### config.mk
export PLATFORM = sky130hd
export DESIGN_NAME = seg_translator
export DESIGN_NICKNAME = d
export VERILOG_FILES = /design/src/rtl/seg_xlat_pkg.sv /design/src/rtl/seg_ctrl.sv /design/src/rtl/seg_datapath.sv /design/src/rtl/seg_translator.sv
export SDC_FILE = /design/constraint.sdc
export NUM_CORES = 1
export LEC_CHECK = 0
export BUFFER_PORTS_ARGS = -buffer_cell sky130_fd_sc_hd__buf_4
export CORE_ASPECT_RATIO = 1.1
export CORE_MARGIN = 2
export CORE_UTILIZATION = 55
export CTS_CLUSTER_SIZE = 20
export DETAILED_ROUTE_END_ITERATION = 10
export PLACE_DENSITY = 0.74
export SLEW_MARGIN = 20
export SYNTH_ARGS = -nofsm -noshare
export SYNTH_HDL_FRONTEND = slang
export SYNTH_SLANG_ARGS = --single-unit
### constraint.sdc
create_clock -name clk -period 4.5 [get_ports clk]
set_input_delay 0.225 -clock clk [delete_from_list [all_inputs] [get_ports clk]]
set_output_delay 0.225 -clock clk [all_outputs]
set_load 0.01 [all_outputs]
### src/rtl/seg_xlat_pkg.sv
package seg_xlat_pkg;

  // Strobes from control to datapath
  typedef struct packed {
    logic loadResult;
    logic writeEntry;
    logic flagDenied;
  } seg_ctl_t;

endpackage

### src/rtl/seg_ctrl.sv
module seg_ctrl
  import seg_xlat_pkg::*;
(
  input  logic     reqValid,
  input  logic     cfgWrite,
  input  logic     cfgPriv,
  output logic     reqReady,
  output seg_ctl_t ctl
);

  logic privWrite;

  // A privileged table update owns the cycle; requests wait behind it.
  assign privWrite      = cfgWrite & cfgPriv;
  assign reqReady       = ~privWrite;

  assign ctl.loadResult = reqValid & ~privWrite;
  assign ctl.writeEntry = privWrite;
  assign ctl.flagDenied = cfgWrite & ~cfgPriv;

endmodule

### src/rtl/seg_datapath.sv
module seg_datapath
  import seg_xlat_pkg::*;
#(
  parameter int SEG_W = 3,
  parameter int OFF_W = 5,
  parameter int PA_W  = 8,
  localparam int VA_W    = SEG_W + OFF_W,
  localparam int LIM_W   = OFF_W + 1,
  localparam int NUM_SEG = 1 << SEG_W
) (
  input  logic             clk,
  input  logic             rstN,
  input  seg_ctl_t         ctl,
  input  logic [VA_W-1:0]  reqAddr,
  input  logic [SEG_W-1:0] cfgIndex,
  input  logic [PA_W-1:0]  cfgBase,
  input  logic [LIM_W-1:0] cfgLimit,
  input  logic             cfgValid,
  output logic             rspValid,
  output logic [PA_W-1:0]  rspAddr,
  output logic             rspErr,
  output logic             cfgDenied
);

  logic [PA_W-1:0]  baseQ  [NUM_SEG];
  logic [LIM_W-1:0] limitQ [NUM_SEG];
  logic [NUM_SEG-1:0] enQ;

  // One register set per segment
  for (genvar i = 0; i < NUM_SEG; i++) begin : gEntry
    always_ff @(posedge clk) begin
      if (!rstN) begin
        baseQ[i]  <= '0;
        limitQ[i] <= '0;
        enQ[i]    <= 1'b0;
      end else if (ctl.writeEntry && cfgIndex == SEG_W'(i)) begin
        baseQ[i]  <= cfgBase;
        limitQ[i] <= cfgLimit;
        enQ[i]    <= cfgValid;
      end
    end
  end

  logic [SEG_W-1:0] segSel;
  logic [OFF_W-1:0] offset;
  logic [PA_W:0]    sum;
  logic             fault;

  assign segSel = reqAddr[VA_W-1:OFF_W];
  assign offset = reqAddr[OFF_W-1:0];

  always_comb begin
    sum   = {1'b0, baseQ[segSel]} + (PA_W+1)'(offset);
    fault = ~enQ[segSel]
          | ({1'b0, offset} >= limitQ[segSel])
          | sum[PA_W];
  end

  always_ff @(posedge clk) begin
    if (!rstN) begin
      rspValid  <= 1'b0;
      rspAddr   <= '0;
      rspErr    <= 1'b0;
      cfgDenied <= 1'b0;
    end else begin
      rspValid  <= ctl.loadResult;
      cfgDenied <= ctl.flagDenied;
      if (ctl.loadResult) begin
        rspErr  <= fault;
        rspAddr <= fault ? '0 : sum[PA_W-1:0];
      end
    end
  end

endmodule

### src/rtl/seg_translator.sv
module seg_translator
  import seg_xlat_pkg::*;
#(
  parameter int SEG_W = 3,
  parameter int OFF_W = 5,
  parameter int PA_W  = 8
) (
  input  logic               clk,
  input  logic               rstN,
  input  logic               reqValid,
  output logic               reqReady,
  input  logic [SEG_W+OFF_W-1:0] reqAddr,
  output logic               rspValid,
  output logic [PA_W-1:0]    rspAddr,
  output logic               rspErr,
  input  logic               cfgWrite,
  input  logic               cfgPriv,
  input  logic [SEG_W-1:0]   cfgIndex,
  input  logic [PA_W-1:0]    cfgBase,
  input  logic [OFF_W:0]     cfgLimit,
  input  logic               cfgValid,
  output logic               cfgDenied
);

  seg_ctl_t ctl;

  seg_ctrl u_ctrl (
    .reqValid (reqValid),
    .cfgWrite (cfgWrite),
    .cfgPriv  (cfgPriv),
    .reqReady (reqReady),
    .ctl      (ctl)
  );

  seg_datapath #(
    .SEG_W (SEG_W),
    .OFF_W (OFF_W),
    .PA_W  (PA_W)
  ) u_dp (
    .clk       (clk),
    .rstN      (rstN),
    .ctl       (ctl),
    .reqAddr   (reqAddr),
    .cfgIndex  (cfgIndex),
    .cfgBase   (cfgBase),
    .cfgLimit  (cfgLimit),
    .cfgValid  (cfgValid),
    .rspValid  (rspValid),
    .rspAddr   (rspAddr),
    .rspErr    (rspErr),
    .cfgDenied (cfgDenied)
  );

endmodule

==> flow_summary.yaml <==
routing:
  viasPerCell: 5.76
  drt_wl_total_mm: 14.0
  dr_total_vias: 3656
  drc_errors: 0
  drt_iter0_drc: 335
  firstDrtPassIters: 5
  wl_per_cell_um: 22.0
  drtAntennaViolNets: 0
flow_run:
  drv_cap: 0
finish:
  insertedDiodeCount: 0
  fillerInstances: 772
  area_delta_synth_final_pct: 18.6
  final_area_um2: 7250
  finalNetCount: 517
  fin_cells: 635
  drive_gt1_share_pct: 26.2
cts:
  post-cts-setup-buffer-count: 0
  h-tree-depth: 4
  cts_sinks: 131
  clock_path_buffers: 2
  clock_latency_ns: 0.42
  ctsResizeCount: 0
  cts.root.buffer_cell: "clkbuf_16"
  cts_tree: "yes"
  cts_buffers: 17
  path_clk_slew_ns: 0.06
timing:
  relSlewSlack_pct: 42.8
  finalHoldViolCount: 0
  slew_violations: 0
  min_period_ns: 2.81
  skew_ns: 0.00660
  clock.fmax_mhz: 355
  setup_violations: 0
  layout_worst_path_cycle_share_pct: 62.5
  grt_setup_unrepaired: "no"
  timing.setup.tns_ns: 0
  hold_slack_ns: 0.0844
  worst_pin_slew_ns: 0.857
critical_path:
  cp_max_fo: 27
  cp_slowest_cell: "mux4_2"
  startpoint_type: "input pin"
  cp.arrival_ns: 3.17
  required_ns: 4.86
  critical_path_class: "in -> reg"
  crit_chain: "buf_4 > mux4_2 > mux2_2 > ha_1 > inv_1 > fa_1 > nor2b_1 > o31a_1 > o21bai_4 > o221ai_4 > a211o_1 > a21oi_2"
  cp-end-kind: "flip-flop"
  path_delay_family: "compound AO/OA/AOI/OAI gates"
  path_buf_inv: 2
  critPathMaxStageDelay_ns: 0.57
floorplan:
  die_area_um2: 12000
  rows: 40
  start_util_pct: 56.3
  die_w_um: 105
  core-area_um2: 10900
  dieHeight_um: 115
  io_pins: 43
global_routing:
  grt_max_degree: 31
  use_met3_pct: 5.29
  grt_first_pass_wirelength_mm: 21.2
  met2_usage_pct: 42.1
  overflow: 0
  grt-busiest-layer: "met2"
  grt_pass1_vias: 3727
  antenna_found_initial: 0
  grt_use_total_pct: 25.0
  met1_usage_pct: 32.1
place:
  dpl-instance-area_um2: 6620
  dp_cells: 602
  place.port_buffers: 42
  place_congestion: 0.807
  hpwlAfterDp_mm: 8.27
power_and_ir_drop:
  power_w: 0.00311
  p_leak_nw: 2.70
  ir_drop_uv: 296
  powerDensity_nw_per_um2: 429
yosys:
  synthDistinctLibCells: 40
  ys_ff_latch: 131
  syn_area_um2: 6120
  yosys_warnings: 0
  syn-num-nets: 462
  synthCells: 420
  synth-seq-area-share_pct: 61.2
  syn_area_per_cell_um2: 14.6
status:
  status: "finished clean"
min_path:
  hp-class: "in -> reg"
Yosys cell counts:
library cell	count	area, um^2
xnor2_1	2	17.5
mux2i_1	8	80.1
mux4_2	28	631
a21oi_2	1	8.76
o21bai_1	1	7.51
buf_6	2	22.5
mux2_2	6	67.6
o221ai_4	1	26.3
o211ai_1	1	7.51
ha_1	10	125
and2_1	112	701
mux4_1	2	52.6
nor3_1	1	5.00
fa_1	1	20.0
clkbuf_1	14	52.6
nor3b_1	3	22.5
o31ai_1	1	7.51
or3_1	2	12.5
nand4_1	1	6.26
o21ai_0	15	75.1
edfxtp_1	112	3360
a21oi_1	5	25.0
a21o_1	1	7.51
o31a_1	1	8.76
buf_2	3	15.0
a211o_1	1	8.76
xor2_1	3	26.3
o21bai_4	1	18.8
nor2b_1	1	6.26
mux2i_4	1	22.5
a32o_1	2	20.0
dfxtp_1	19	380
nand2_1	14	52.6
a2bb2oi_1	6	52.6
nor2_1	18	67.6
inv_1	13	48.8
o21a_1	1	7.51
or2_2	3	18.8
nand3_1	2	10.0
a211oi_1	1	7.51
cell usage in the layout, fill, tap and decap left out, types with 8 or more instances in the layout:
master,instances
and2_1,112
edfxtp_1,112
buf_4,54
mux4_2,28
dfxtp_1,19
clkbuf_16,17
nor2_1,16
nand2_1,14
inv_1,13
ha_1,10
o21ai_0,9
mux2i_1,8
metal layers:
layer  share of wire, %  vias to the layer above
met5                  0                        -
met4                2.1                        0
met3                6.8                       22
met2                 50                      160
met1                 41                     1817
li1                   -                     1657
worst reg2reg max path, cell delays in order, from the launching register on:
cell and delay, ns:
edfxtp_1 0.36, mux4_2 0.47, mux2_2 0.27, ha_1 0.20, inv_1 0.08, fa_1 0.22
nor2b_1 0.07, o31a_1 0.29, o21bai_4 0.18, o221ai_4 0.18, a211o_1 0.31, a21oi_2 0.12
cell families (layout without fill, tap and decap cells):
logic type	Yosys count	count (layout)	share of synthesized area (%)
adder cells (fa/ha/maj)	11	11	2.37
AND/OR/NAND/NOR	157	157	14.8
buffers and inverters	32	100	2.27
XOR/XNOR	5	5	0.716
multiplexers	45	45	14.0
AO/OA/AOI/OAI	39	39	4.73
flip-flops	131	131	61.2
sequential cells by signal, summed over array words and instances, names as in the netlist:
register	count
u_dp.enQ	8
u_dp.baseQ	64
u_dp.rspValid	1
u_dp.cfgDenied	1
u_dp.limitQ	48
u_dp.rspAddr	8
u_dp.rspErr	1
per-stage QoR:
stage	utilization, %	setup WS [ns]
4_1_cts	66.8	1.66
3_3_place_gp	60.9	1.30
5_1_grt	66.8	1.47
6_report	66.8	1.69
2_1_floorplan	-	1.49
3_5_place_dp	61.0	1.23
what timing repair did:
action	CTS	global route
hold buffers	1	0
hold endpoints to repair	1	0
setup endpoints to repair	0	0
layout make-up:
type                    count  area, um^2  area share, %
clock buffers              23         498           6.87
clock inverters             9         125           1.73
inverters                  13        48.8          0.673
multi-input cells         257        2240           30.9
flip-flops and latches    131        3740           51.6
well taps                 147         184           2.54
repair buffers             55         415           5.73
worst paths after layout:
kind,slack [ns],depth (start not counted),end,from
worst max register to register,1.70,11,u_dp.rspAddr[4],u_dp.baseQ[3][0]
worst min-delay path,0.08,3,u_dp.enQ[7],cfgValid
worst min register to register,0.47,2,u_dp.rspAddr[4],u_dp.rspAddr[4]
worst max-delay path,1.69,12,u_dp.rspAddr[4],reqAddr[5]
report_power, final:
part	total, W	switching [W]	internal (W)
registers	0.00140	0.0000182	0.00138
clock network	0.00143	0.000493	0.000940
logic	0.000279	0.000150	0.000129
No activity file was read; power rests on OpenSTA's default activity.
